--- src/rtl/alu_cond_unit.sv ---
`timescale 1ns/1ps
module alu_cond_unit #(
  parameter int WIDTH = 32
) (
  input  logic             clk,
  input  logic             rst,
  input  logic [1:0]       alu_fn,
  input  logic [WIDTH-1:0] op_x,
  input  logic [WIDTH-1:0] op_y,
  output logic [WIDTH-1:0] result,
  input  logic             cc_we,
  input  logic [2:0]       jmp_fn,
  output logic             take,
  output logic             cc_zf,
  output logic             cc_sf,
  output logic             cc_of
);
  localparam int MSB = WIDTH - 1;

  logic [MSB:0] sum_w, dif_w;
  logic         ovf_w, lt_w;

  assign sum_w = op_x + op_y;
  assign dif_w = op_y - op_x;

  always_comb begin
    case (alu_fn)
      2'd0:    result = sum_w;
      2'd1:    result = dif_w;
      2'd2:    result = op_x & op_y;
      default: result = op_x ^ op_y;
    endcase
  end

  always_comb begin
    case (alu_fn)
      2'd0:    ovf_w = (op_x[MSB] == op_y[MSB]) && (sum_w[MSB] != op_x[MSB]);
      2'd1:    ovf_w = (op_x[MSB] != op_y[MSB]) && (dif_w[MSB] != op_y[MSB]);
      default: ovf_w = 1'b0;
    endcase
  end

  always_ff @(posedge clk) begin
    if (rst) begin
      cc_zf <= 1'b1;
      cc_sf <= 1'b0;
      cc_of <= 1'b0;
    end else if (cc_we) begin
      cc_zf <= (result == '0);
      cc_sf <= result[MSB];
      cc_of <= ovf_w;
    end
  end

  assign lt_w = cc_sf ^ cc_of;

  always_comb begin
    case (jmp_fn)
      3'd0:    take = 1'b1;
      3'd1:    take = lt_w | cc_zf;
      3'd2:    take = lt_w;
      3'd3:    take = cc_zf;
      3'd4:    take = !cc_zf;
      3'd5:    take = !lt_w;
      3'd6:    take = !lt_w && !cc_zf;
      default: take = 1'b0;
    endcase
  end

  a_r7_reset_flags: assert property (@(posedge clk)
    rst |=> cc_zf && !cc_sf && !cc_of);

  a_r6_hold_flags: assert property (@(posedge clk) disable iff (rst)
    !cc_we |=> $stable({cc_zf, cc_sf, cc_of}));

  a_r4_zero_load: assert property (@(posedge clk) disable iff (rst)
    cc_we |=> cc_zf == ($past(result) == '0));

  a_r5_logic_no_ovf: assert property (@(posedge clk) disable iff (rst)
    cc_we && alu_fn[1] |=> !cc_of);

  a_r8_always_taken: assert property (@(posedge clk) disable iff (rst)
    jmp_fn == 3'd0 |-> take);

  a_r9_ne_taken: assert property (@(posedge clk) disable iff (rst)
    jmp_fn == 3'd4 |-> take != cc_zf);

  a_r10_never_taken: assert property (@(posedge clk) disable iff (rst)
    jmp_fn == 3'd7 |-> !take);
endmodule

--- config.mk ---
export PLATFORM = sky130hd
export DESIGN_NAME = alu_cond_unit
export DESIGN_NICKNAME = d
export VERILOG_FILES = /design/src/rtl/alu_cond_unit.sv
export SDC_FILE = /design/constraint.sdc
export NUM_CORES = 1
export LEC_CHECK = 0
export BUFFER_PORTS_ARGS = -buffer_cell sky130_fd_sc_hd__buf_4
export CAP_MARGIN = 20
export CORE_AREA = 2 2 145 147
export CTS_CLUSTER_DIAMETER = 40
export DETAILED_ROUTE_END_ITERATION = 6
export DIE_AREA = 0 0 147 149
export GPL_ROUTABILITY_DRIVEN = 0
export PLACE_DENSITY = 0.47
export SETUP_SLACK_MARGIN = 0.2
export SLEW_MARGIN = 20
export SYNTH_ARGS = -nofsm -noshare
export SYNTH_HDL_FRONTEND = slang
export SYNTH_SLANG_ARGS = --single-unit
--- constraint.sdc ---
create_clock -name clk -period 4.2 [get_ports clk]
set_input_delay 0.21 -clock clk [delete_from_list [all_inputs] [get_ports clk]]
set_output_delay 0.21 -clock clk [all_outputs]
set_load 0.02 [all_outputs]
==> results.yml <==
timing:
  slew_violations: 0
  grt_setup_unrepaired: "no"
  whs_ps: 170
  tightest_slew_ps: 746
  hold_viol: 0
  timing.final.crit_share: 0.893
  fmax_ghz: 0.267
  finalWorstSetupSlack_ps: 451
  skew_ps: 0
  finalSetupViolations: 0
  finalSetupTns_ps: 0
  timing.final.crit_period_ps: 3750
  max_slew_margin: 0.501
setup_path:
  critPathCaptureType: "flop"
  path_delay_family: "simple AND/OR/NAND/NOR gates"
  crit_required_ps: 4330
  cp_slowest_cell: "or4b_1"
  r2r_cells: 2
  cp.depth: 15
  max_stage_delay_ps: 570
  path_buf_inv: 3
  path_class: "in -> reg"
  cp.arrival_ps: 3880
  crit_chain: "buf_4 > inv_1 > ha_1 > buf_4 > nor2b_1 > o31ai_2 > and2_1 > o21ai_0 > o211a_1 > a221o_1 > or4b_1 > or4_1 > nor4_2 > nand4bb_1 > o31ai_2"
  r2r_end: "cc_zf"
  r2r_start: "cc_zf"
  reg2reg_slack_ps: 3390
  worst_setup_path_start_kind: "input port"
  path_max_fanout: 6
  endpoint: "cc_zf"
  cp-startpoint: "op_x[2]"
route:
  routed_wl_mm: 20.9
  vias: 6348
  drc: 0
  dr.pass1.iters: 5
  wl_met3_mm: 1.48
  wl_met1_mm: 9.63
  wl_per_cell_um: 18.1
  dr.max_layer_used: "met4"
  wl_met2_mm: 9.39
  ant_nets: 0
  first_iter_violations: 441
  via_per_inst: 5.48
synth:
  synthFlopType: "dfxtp_1"
  syn_inst: 777
  ys_types: 76
  synth-seq-cells: 3
  ys.warnings.count: 0
  ys_seq_area_frac: 0.0120
  syn-num-nets: 915
  avgSynthCellArea_um2: 6.42
  synth-async-reset-ratio: 0
  syn_area_mm2: 0.00498
  synth_edf_count: 0
pwr:
  comb_power_share: 0.850
  switching_share: 0.528
  clkPwrFrac: 0.124
  p_total_mw: 1.23
  p_sw_mw: 0.650
  p_leak_nw: 2.94
  cellPowerDensity_mw_per_mm2: 194
  cellInternalPower_mw: 0.582
  peakVddDrop_mv: 0.0872
  power_frac_seq: 0.027
finish:
  drive_above_1_share: 0.201
  diodes: 0
  fin_nets: 1023
  postLayoutCoreUtil: 0.310
  final_cell_mix: "buf_4, nor2_1, inv_1"
  stdcell_area_mm2: 0.00637
  syn2layout_area_growth_pct: 27.8
  instances_no_fill: 1159
  layout_commonest_cell: "buf_4"
clocking:
  cts.path.max_buffers: 2
  root_buffer: "clkbuf_16"
  worstSkewPairLatency_ps: 220
  clk_pin_slew_ps: 30
  hold_buffers: 0
  htreeDepth: 1
  cts_made_buffers: 3
  cts_tree: "built"
  cts_sinks: 3
place:
  place.port_buffers: 107
  hpwl_mm: 16.9
  post_dp_cell_area_mm2: 0.00627
  pre_cts_slack_ps: 87.1
  placedCellCount: 1154
grt:
  grt_pass1_wl_mm: 33.0
  antenna_found_initial: 0
  grt_max_degree: 40
  track_usage: 0.185
  grt_pass1_vias: 6128
  grt-ovfl-total: 0
min_path:
  hold_path.class: "in -> reg"
floorplan:
  die_y_um: 149
  rows: 53
  core_mm2: 0.0206
  ios: 108
  die_w_um: 147
  initial_core_util: 0.242
  dieArea_mm2: 0.0219
outcome:
  status: "finished, final reports clean"
flow_run:
  maxCapViolations: 0
## Yosys cell counts (9+ instances only)
master    instances  area [µm²]
o21bai_1         10        75.1
o21a_1           10        75.1
ha_1             64         801
nand2b_1         13        81.3
mux2i_1          12         120
xnor2_1           9        78.8
clkbuf_1         44         165
o21ai_0          54         270
a31oi_1          12        75.1
nor4_1           18         113
a21o_1           11        82.6
nand3_1          14        70.1
nor3_1           20         100
o22ai_1           9        56.3
inv_1            72         270
o211ai_1         10        75.1
nand2_1          67         251
a211oi_1         14         105
a211o_1          11        96.3
nand4_1          10        62.6
nor2_1           76         285
a21oi_1          66         330
nor2b_1          15        93.8
## state kept, by name, indices dropped and copies added, names as in the netlist
name	count
cc_sf	1
cc_zf	1
cc_of	1
## how the worst min path moves through the flow
stage,start,to,cells past startpoint
2_1_floorplan,rst,cc_of,1
3_5_place_dp,rst,cc_of,2
5_1_grt,rst,cc_sf,2
6_report,rst,cc_of,2
4_1_cts,rst,cc_sf,2
3_3_place_gp,rst,cc_of,2
## power groups by stage
stage / clock [mW] / sequential [mW] / combinational [mW]
6_report: 0.152 / 0.0328 / 1.05
5_1_grt: 0.157 / 0.0333 / 1.14
4_1_cts: 0.155 / 0.0330 / 1.04
3_5_place_dp: 0 / 0.0334 / 1.03
3_3_place_gp: 0 / 0.0334 / 1.04
2_1_floorplan: 0 / 0.0350 / 0.634
## logic make-up (layout without fill, tap and decap cells)
kind of cell / Yosys count / count (layout) / share of synthesized area
compound gates: 284 / 284 / 0.394
xor+xnor: 10 / 10 / 0.0176
fa+ha+maj: 66 / 66 / 0.169
buf+inv: 121 / 228 / 0.0926
flops: 3 / 3 / 0.0120
mux: 19 / 19 / 0.0422
simple gates: 274 / 274 / 0.273
## cell type report
| cell class | count | area, µm² |
|---|---|---|
| Clock buffer | 4 | 78.8 |
| Fill cell | 2373 | 14200 |
| Inverter | 73 | 274 |
| Multi-Input combinational cell | 653 | 4480 |
| Sequential cell | 3 | 60.1 |
| Tap cell | 275 | 344 |
| Timing Repair Buffer | 151 | 1130 |
## metal layers
layer | vias up | global-route usage
li1 | 3109 | -
met1 | 2982 | 0.255
met2 | 227 | 0.309
met3 | 30 | 0.0251
met4 | 0 | 0.0433
met5 | - | 0
## what timing repair did
| item | in CTS | in global routing |
|---|---|---|
| endpoints found under the setup margin | 0 | 1 |
| resized for setup | 0 | 3 |
| setup buffers | 0 | 1 |
(Power assumes the default switching activity.)
